--- src/rtl/gpmx_pkg.sv ---
`timescale 1ns/1ps
package gpmx_pkg;
   // Control slots; slot k owns word addresses 4k (set), 4k+1 (clear), 4k+2 (status).
   localparam int CTL_N    = 8;
   localparam int C_OWN    = 0;   // 1 = GPIO owns the pin
   localparam int C_OE     = 1;
   localparam int C_FLT    = 2;
   localparam int C_DOUT   = 3;
   localparam int C_PIN    = 4;   // read-only pin level, no storage
   localparam int C_MD     = 5;
   localparam int C_PUON   = 6;   // stored as "pull-up on", viewed inverted
   localparam int C_SELA   = 7;   // stored as "route A", viewed inverted

   localparam int OFS_SET  = 0;
   localparam int OFS_CLR  = 1;
   localparam int OFS_STAT = 2;

   function automatic logic ctl_rst(input int k);
      return (k == C_OWN) || (k == C_PUON) || (k == C_SELA);
   endfunction

   function automatic logic ctl_inv(input int k);
      return (k == C_PUON) || (k == C_SELA);
   endfunction
endpackage

--- src/rtl/gpmx_setclr.sv ---
`timescale 1ns/1ps
module gpmx_setclr #(
   parameter int   W       = 32,
   parameter logic RST_VAL = 1'b0
) (
   input  logic         clk,
   input  logic         rst_n,
   input  logic         set_we,
   input  logic         clr_we,
   input  logic [W-1:0] wdata,
   output logic [W-1:0] q
);
   if (W < 1) begin : g_bad_w
      $error("gpmx_setclr: W must be at least 1");
   end

   always_ff @(posedge clk or negedge rst_n) begin
      if (!rst_n)      q <= {W{RST_VAL}};
      else if (set_we) q <= q | wdata;
      else if (clr_we) q <= q & ~wdata;
   end
endmodule

--- src/rtl/gpmx_sync.sv ---
`timescale 1ns/1ps
module gpmx_sync #(
   parameter int W      = 32,
   parameter int STAGES = 2
) (
   input  logic         clk,
   input  logic         rst_n,
   input  logic [W-1:0] din,
   output logic [W-1:0] dout
);
   if (STAGES < 2) begin : g_bad_stages
      $error("gpmx_sync: STAGES must be at least 2");
   end

   logic [W-1:0] chain [STAGES];

   always_ff @(posedge clk or negedge rst_n) begin
      if (!rst_n) chain[0] <= '0;
      else        chain[0] <= din;
   end

   for (genvar s = 1; s < STAGES; s++) begin : g_stage
      always_ff @(posedge clk or negedge rst_n) begin
         if (!rst_n) chain[s] <= '0;
         else        chain[s] <= chain[s-1];
      end
   end

   assign dout = chain[STAGES-1];
endmodule

--- src/rtl/gpmx_filter.sv ---
`timescale 1ns/1ps
module gpmx_filter #(
   parameter int W = 32
) (
   input  logic         clk,
   input  logic         rst_n,
   input  logic [W-1:0] din,
   output logic [W-1:0] q
);
   logic [W-1:0] prev_q;

   // A bit moves only when the current and the previous sample agree.
   for (genvar b = 0; b < W; b++) begin : g_bit
      always_ff @(posedge clk or negedge rst_n) begin
         if (!rst_n) begin
            prev_q[b] <= 1'b0;
            q[b]      <= 1'b0;
         end else begin
            prev_q[b] <= din[b];
            if (din[b] == prev_q[b]) q[b] <= din[b];
         end
      end
   end
endmodule

--- src/rtl/gpmx_bank.sv ---
`timescale 1ns/1ps
module gpmx_bank
   import gpmx_pkg::*;
#(
   parameter int N_PINS      = 32,
   parameter int ADDR_W      = 6,
   parameter int SYNC_STAGES = 2
) (
   input  logic              clk,
   input  logic              rst_n,
   input  logic              bus_we,
   input  logic [ADDR_W-1:0] bus_addr,
   input  logic [N_PINS-1:0] bus_wdata,
   output logic [N_PINS-1:0] bus_rdata,
   input  logic [N_PINS-1:0] pad_in,
   output logic [N_PINS-1:0] pad_oe,
   output logic [N_PINS-1:0] pad_out,
   output logic [N_PINS-1:0] pad_pu,
   input  logic [N_PINS-1:0] pa_oe,
   input  logic [N_PINS-1:0] pa_out,
   input  logic [N_PINS-1:0] pb_oe,
   input  logic [N_PINS-1:0] pb_out
);
   localparam int IDX_W = $clog2(CTL_N);

   if (N_PINS < 1 || N_PINS > 32) begin : g_bad_pins
      $error("gpmx_bank: N_PINS must be 1..32");
   end
   if (ADDR_W < IDX_W + 3) begin : g_bad_addr
      $error("gpmx_bank: ADDR_W too small for the control map");
   end

   logic [N_PINS-1:0] ctl_q    [CTL_N];
   logic [N_PINS-1:0] ctl_view [CTL_N];
   logic [N_PINS-1:0] sync_q, filt_q, pin_lvl;

   // Input path: synchronizer, then optional per-pin filter.
   gpmx_sync #(.W(N_PINS), .STAGES(SYNC_STAGES)) u_sync (
      .clk(clk), .rst_n(rst_n), .din(pad_in), .dout(sync_q)
   );

   gpmx_filter #(.W(N_PINS)) u_filt (
      .clk(clk), .rst_n(rst_n), .din(sync_q), .q(filt_q)
   );

   // Control slots: storage where a slot holds state, pin level otherwise.
   for (genvar k = 0; k < CTL_N; k++) begin : g_ctl
      if (k == C_PIN) begin : g_pin
         assign ctl_q[k] = pin_lvl;
      end else begin : g_reg
         logic set_hit, clr_hit;
         assign set_hit = bus_we && (bus_addr == ADDR_W'(4*k + OFS_SET));
         assign clr_hit = bus_we && (bus_addr == ADDR_W'(4*k + OFS_CLR));
         gpmx_setclr #(.W(N_PINS), .RST_VAL(ctl_rst(k))) u_reg (
            .clk(clk), .rst_n(rst_n), .set_we(set_hit), .clr_we(clr_hit),
            .wdata(bus_wdata), .q(ctl_q[k])
         );
      end
      if (ctl_inv(k)) begin : g_inv
         assign ctl_view[k] = ~ctl_q[k];
      end else begin : g_pass
         assign ctl_view[k] = ctl_q[k];
      end
   end

   logic [N_PINS-1:0] own_q, oe_q, flt_q, dout_q, md_q, pu_on_q, sel_a_q;
   assign own_q   = ctl_q[C_OWN];
   assign oe_q    = ctl_q[C_OE];
   assign flt_q   = ctl_q[C_FLT];
   assign dout_q  = ctl_q[C_DOUT];
   assign md_q    = ctl_q[C_MD];
   assign pu_on_q = ctl_q[C_PUON];
   assign sel_a_q = ctl_q[C_SELA];

   assign pin_lvl = (sync_q & ~flt_q) | (filt_q & flt_q);

   // Output path: route mux, ownership mux, then open-drain masking.
   logic [N_PINS-1:0] per_oe, per_out, mux_oe, mux_out;
   assign per_oe  = (pa_oe  & sel_a_q) | (pb_oe  & ~sel_a_q);
   assign per_out = (pa_out & sel_a_q) | (pb_out & ~sel_a_q);
   assign mux_oe  = (oe_q   & own_q)   | (per_oe  & ~own_q);
   assign mux_out = (dout_q & own_q)   | (per_out & ~own_q);

   assign pad_out = mux_out;
   assign pad_oe  = mux_oe & ~(md_q & mux_out);
   assign pad_pu  = pu_on_q;

   // Read port: only status words of mapped slots return data.
   logic [IDX_W-1:0] rd_idx;
   assign rd_idx = bus_addr[IDX_W+1:2];

   always_comb begin
      bus_rdata = '0;
      if (bus_addr[1:0] == 2'(OFS_STAT) && bus_addr[ADDR_W-1:IDX_W+2] == '0)
         bus_rdata = ctl_view[rd_idx];
   end
endmodule

--- config.mk ---
export PLATFORM = sky130hd
export DESIGN_NAME = gpmx_bank
export DESIGN_NICKNAME = d
export VERILOG_FILES = /design/src/rtl/gpmx_pkg.sv /design/src/rtl/gpmx_setclr.sv /design/src/rtl/gpmx_sync.sv /design/src/rtl/gpmx_filter.sv /design/src/rtl/gpmx_bank.sv
export SDC_FILE = /design/constraint.sdc
export NUM_CORES = 1
export LEC_CHECK = 0
export CELL_PAD_IN_SITES_DETAIL_PLACEMENT = 0
export CELL_PAD_IN_SITES_GLOBAL_PLACEMENT = 1
export CORE_UTILIZATION = 40
export CTS_CLUSTER_SIZE = 8
export DETAILED_ROUTE_END_ITERATION = 8
export PLACE_DENSITY_LB_ADDON = 0.1
export SYNTH_ARGS = -nofsm -noshare
export SYNTH_HDL_FRONTEND = slang
export SYNTH_SLANG_ARGS = --single-unit
--- constraint.sdc ---
create_clock -name clk -period 3.3 [get_ports clk]
set_input_delay 0.99 -clock clk [delete_from_list [all_inputs] [get_ports clk]]
set_output_delay 0.99 -clock clk [all_outputs]
set_load 0.01 [all_outputs]
==> reports/qor.csv <==
metric,value,unit
ios,329,
worstHoldPathCells,0,
setup_viol,0,
startpoint_type,primary input,
layout_worst_path_cycle_share,98.37,%
path_cells,buf_6 -> nor3b_4 -> buf_6 -> buf_12 -> buf_8 -> buf_12 -> o21ai_4 -> nor3_2 -> buf_2,
start_util,40.55,%
cpLargestDelayFamily,buffers and inverters,
fin_nets,2246,
dp_slack,-806.1,ps
slew_headroom,36.17,%
timing.final.ws_setup,53.85,ps
gp_congestion,0.8479,
coreArea,41850,sq um
cts.clk_slew.worst_paths,50,ps
layout.cells.non_filler,2621,
cts_max_level,2,
dp_hpwl,35880,um
finalPower,12570,uW
syn_area_per_cell,10.36,sq um
antenna_left,0,
grt_pass1_vias,14390,
hold_buffers,0,
cp_slowest_cell,nor3_2,
cts-root-buf,clkbuf_16,
slew_viol_final,0,
yosysUniqueCellTypes,34,
drive_gt1_share,17.64,%
r2r_start,u_filt.q[22],
ys_ff_latch,352,
place_area,21610,sq um
tightest_slew,957.4,ps
cts_num_sinks,352,
synth_cells,1638,
sw_frac_of_total,28.11,%
hold_end,u_sync.dout[20],
crit_path_max_fanout,6,
dr.pass1.iters,5,
area_growth,37.60,%
max_cap_viol_count,0,
min_period,3246,ps
num_vias,13820,
p_seq_share,42.7,%
worstSetupPathType,primary input to output pin,
max_freq,308.1,MHz
rsz0062_at_grt,no,
hp-class,register to register,
antenna_found_initial,2,
grt_usage,25.68,%
reg2reg_to,u_filt.q[22],
power_frac_comb,19.6,%
hold_ws,342.1,ps
drt-wirelength-per-cell,21.06,um
p_leak,0.01228,uW
worstSkewPairLatency,560,ps
internal_power,9039,uW
cts_tree,built,
seq_area_frac_synth,52.61,%
numPlacedInstances,2512,
startpoint,bus_addr[0],
hold_path_startpoint,u_sync.chain[52],
rows,75,
routed_wl,55210,um
via_per_inst,5.272,
ctsLongestPathBuffers,3,
worst_ep_required_time,2310,ps
drc,0,
numCtsBuffers,50,
cp_slowest_stage_delay,210,ps
grt_pass1_wl,85480,um
port_buffers,328,
die_w,208.0,um
cp_num_buf_inv,6,
synth_nets,1839,
dieArea,43250,sq um
die_y,208.0,um
grt_max_degree,91,
arrival,2260,ps
r2r_cells,1,
clock_skew,15.15,ps
stdcell_area,23350,sq um
synth_area,16970,sq um
p_clk_share,37.7,%
p_per_area,538.5,nW/um^2
irDropWorstVdd,0.3925,mV
power.switching,3534,uW
status,"finished, final reports clean",
initialDrtViolationCount,860,
final-hold-violation-count,0,
ys_warn_count,0,
end_kind,output pin,
grt_overflow_total,0,
r2r_slack,2390,ps
## routing by layer
metal | vias up | routed length [um] | share of wire (%) | GRT usage [%]
li1 | 6405 | - | - | -
met1 | 6896 | 24350 | 44 | 34.14
met2 | 416 | 26400 | 48 | 42.02
met3 | 99 | 2790 | 5.1 | 4.347
met4 | 2 | 1645 | 3.0 | 9.808
met5 | - | 11 | 0.020 | 0
## cells in the mapped netlist (all sizes together)
| cell | number | area share, % |
|---|---|---|
| dfrtp | 256 | 38 |
| mux2i | 315 | 19 |
| o21ai | 95 | 2.8 |
| inv | 220 | 4.9 |
| nor2b | 31 | 1.1 |
| clkbuf | 56 | 1.2 |
| nand3 | 1 | 0.029 |
| o221ai | 31 | 1.6 |
| nor4b | 1 | 0.14 |
| or2 | 2 | 0.074 |
| mux4 | 1 | 0.13 |
| a211oi | 31 | 1.4 |
| mux2 | 1 | 0.066 |
| or3 | 1 | 0.066 |
| or3b | 1 | 0.052 |
| nand3b | 1 | 0.044 |
| a31oi | 6 | 0.22 |
| nor2 | 7 | 0.17 |
| nand2b | 1 | 0.037 |
| a21oi | 39 | 1.2 |
| o32ai | 31 | 1.6 |
| nor3 | 33 | 1.1 |
| buf | 33 | 1.1 |
| maj3 | 32 | 1.9 |
| dfstp | 96 | 15 |
| nand2 | 283 | 6.3 |
| nor3b | 1 | 0.044 |
| a221oi | 32 | 1.7 |
## how the worst max path moves through the flow
stage          slack (ps)            end  depth (start not counted)
2_1_floorplan          20  bus_rdata[10]                          6
3_3_place_gp         -730   bus_rdata[5]                          7
3_5_place_dp         -810  bus_rdata[12]                          7
4_1_cts               -20  bus_rdata[21]                          7
5_1_grt                 1  bus_rdata[24]                          9
6_report               50  bus_rdata[12]                          9
## layout make-up
| type | instances | area (sq um) |
|---|---|---|
| tap | 539 | 674.4 |
| sequential | 352 | 8929 |
| multi-input combinational | 977 | 7079 |
| clock buffer | 86 | 1408 |
| clock inverter | 2 | 17.52 |
| fill | 3734 | 18500 |
| timing repair buffer | 444 | 4415 |
| antenna | 1 | 2.502 |
| inverter | 220 | 825.8 |
## stage by stage
step	TNS (ps)	util (%)
3_5_place_dp	-31730	51.62
2_1_floorplan	0	-
6_report	0	55.79
3_3_place_gp	-29570	51.62
4_1_cts	-46.68	55.61
5_1_grt	0	55.79
## power by group through the flow
| stage | Clock [uW] | Combinational (uW) | Sequential (uW) |
|---|---|---|---|
| floorplan | 0 | 1100 | 5300 |
| CTS | 4850 | 2460 | 5370 |
| global route | 5030 | 2680 | 5440 |
| finish | 4740 | 2460 | 5370 |
| global placement | 0 | 2490 | 5420 |
| detailed placement | 0 | 2530 | 5420 |
## cell usage in the layout (no fill, tap or decap), drive strengths merged, types with 2 or more instances in the layout
cell | synthesis | routed
clkdlybuf4s50 | 0 | 225
bufbuf | 0 | 2
o32ai | 31 | 31
maj3 | 32 | 32
dlygate4sd2 | 0 | 45
inv | 220 | 221
nand2 | 283 | 283
a211oi | 31 | 31
o221ai | 31 | 31
dfrtp | 256 | 256
dfstp | 96 | 96
a221oi | 32 | 32
clkdlybuf4s15 | 0 | 7
nor3 | 33 | 33
o21ai | 95 | 95
a31oi | 6 | 6
a21oi | 39 | 39
or2 | 2 | 2
buf | 33 | 154
dlygate4sd1 | 0 | 2
mux2i | 315 | 315
nor2b | 31 | 31
clkbuf | 56 | 95
nor2 | 7 | 7
## repair_timing
item / 4_1_cts / 5_1_grt
gates resized for setup: 299 / 66
pin swaps: 54 / 12
buffers inserted: 12 / 3
cloned: 6 / 0
setup endpoints to repair: 96 / 42
## kinds of logic after synthesis
kind of cell             Yosys count  share of synthesized area, %
adder cells (fa/ha/maj)           32                         1.888
multiplexers                     317                         18.78
buffers and inverters            309                         7.196
flip-flops                       352                         52.61
AO/OA/AOI/OAI                    265                         10.40
AND/OR/NAND/NOR                  363                         9.128
(Power assumes the default switching activity.)
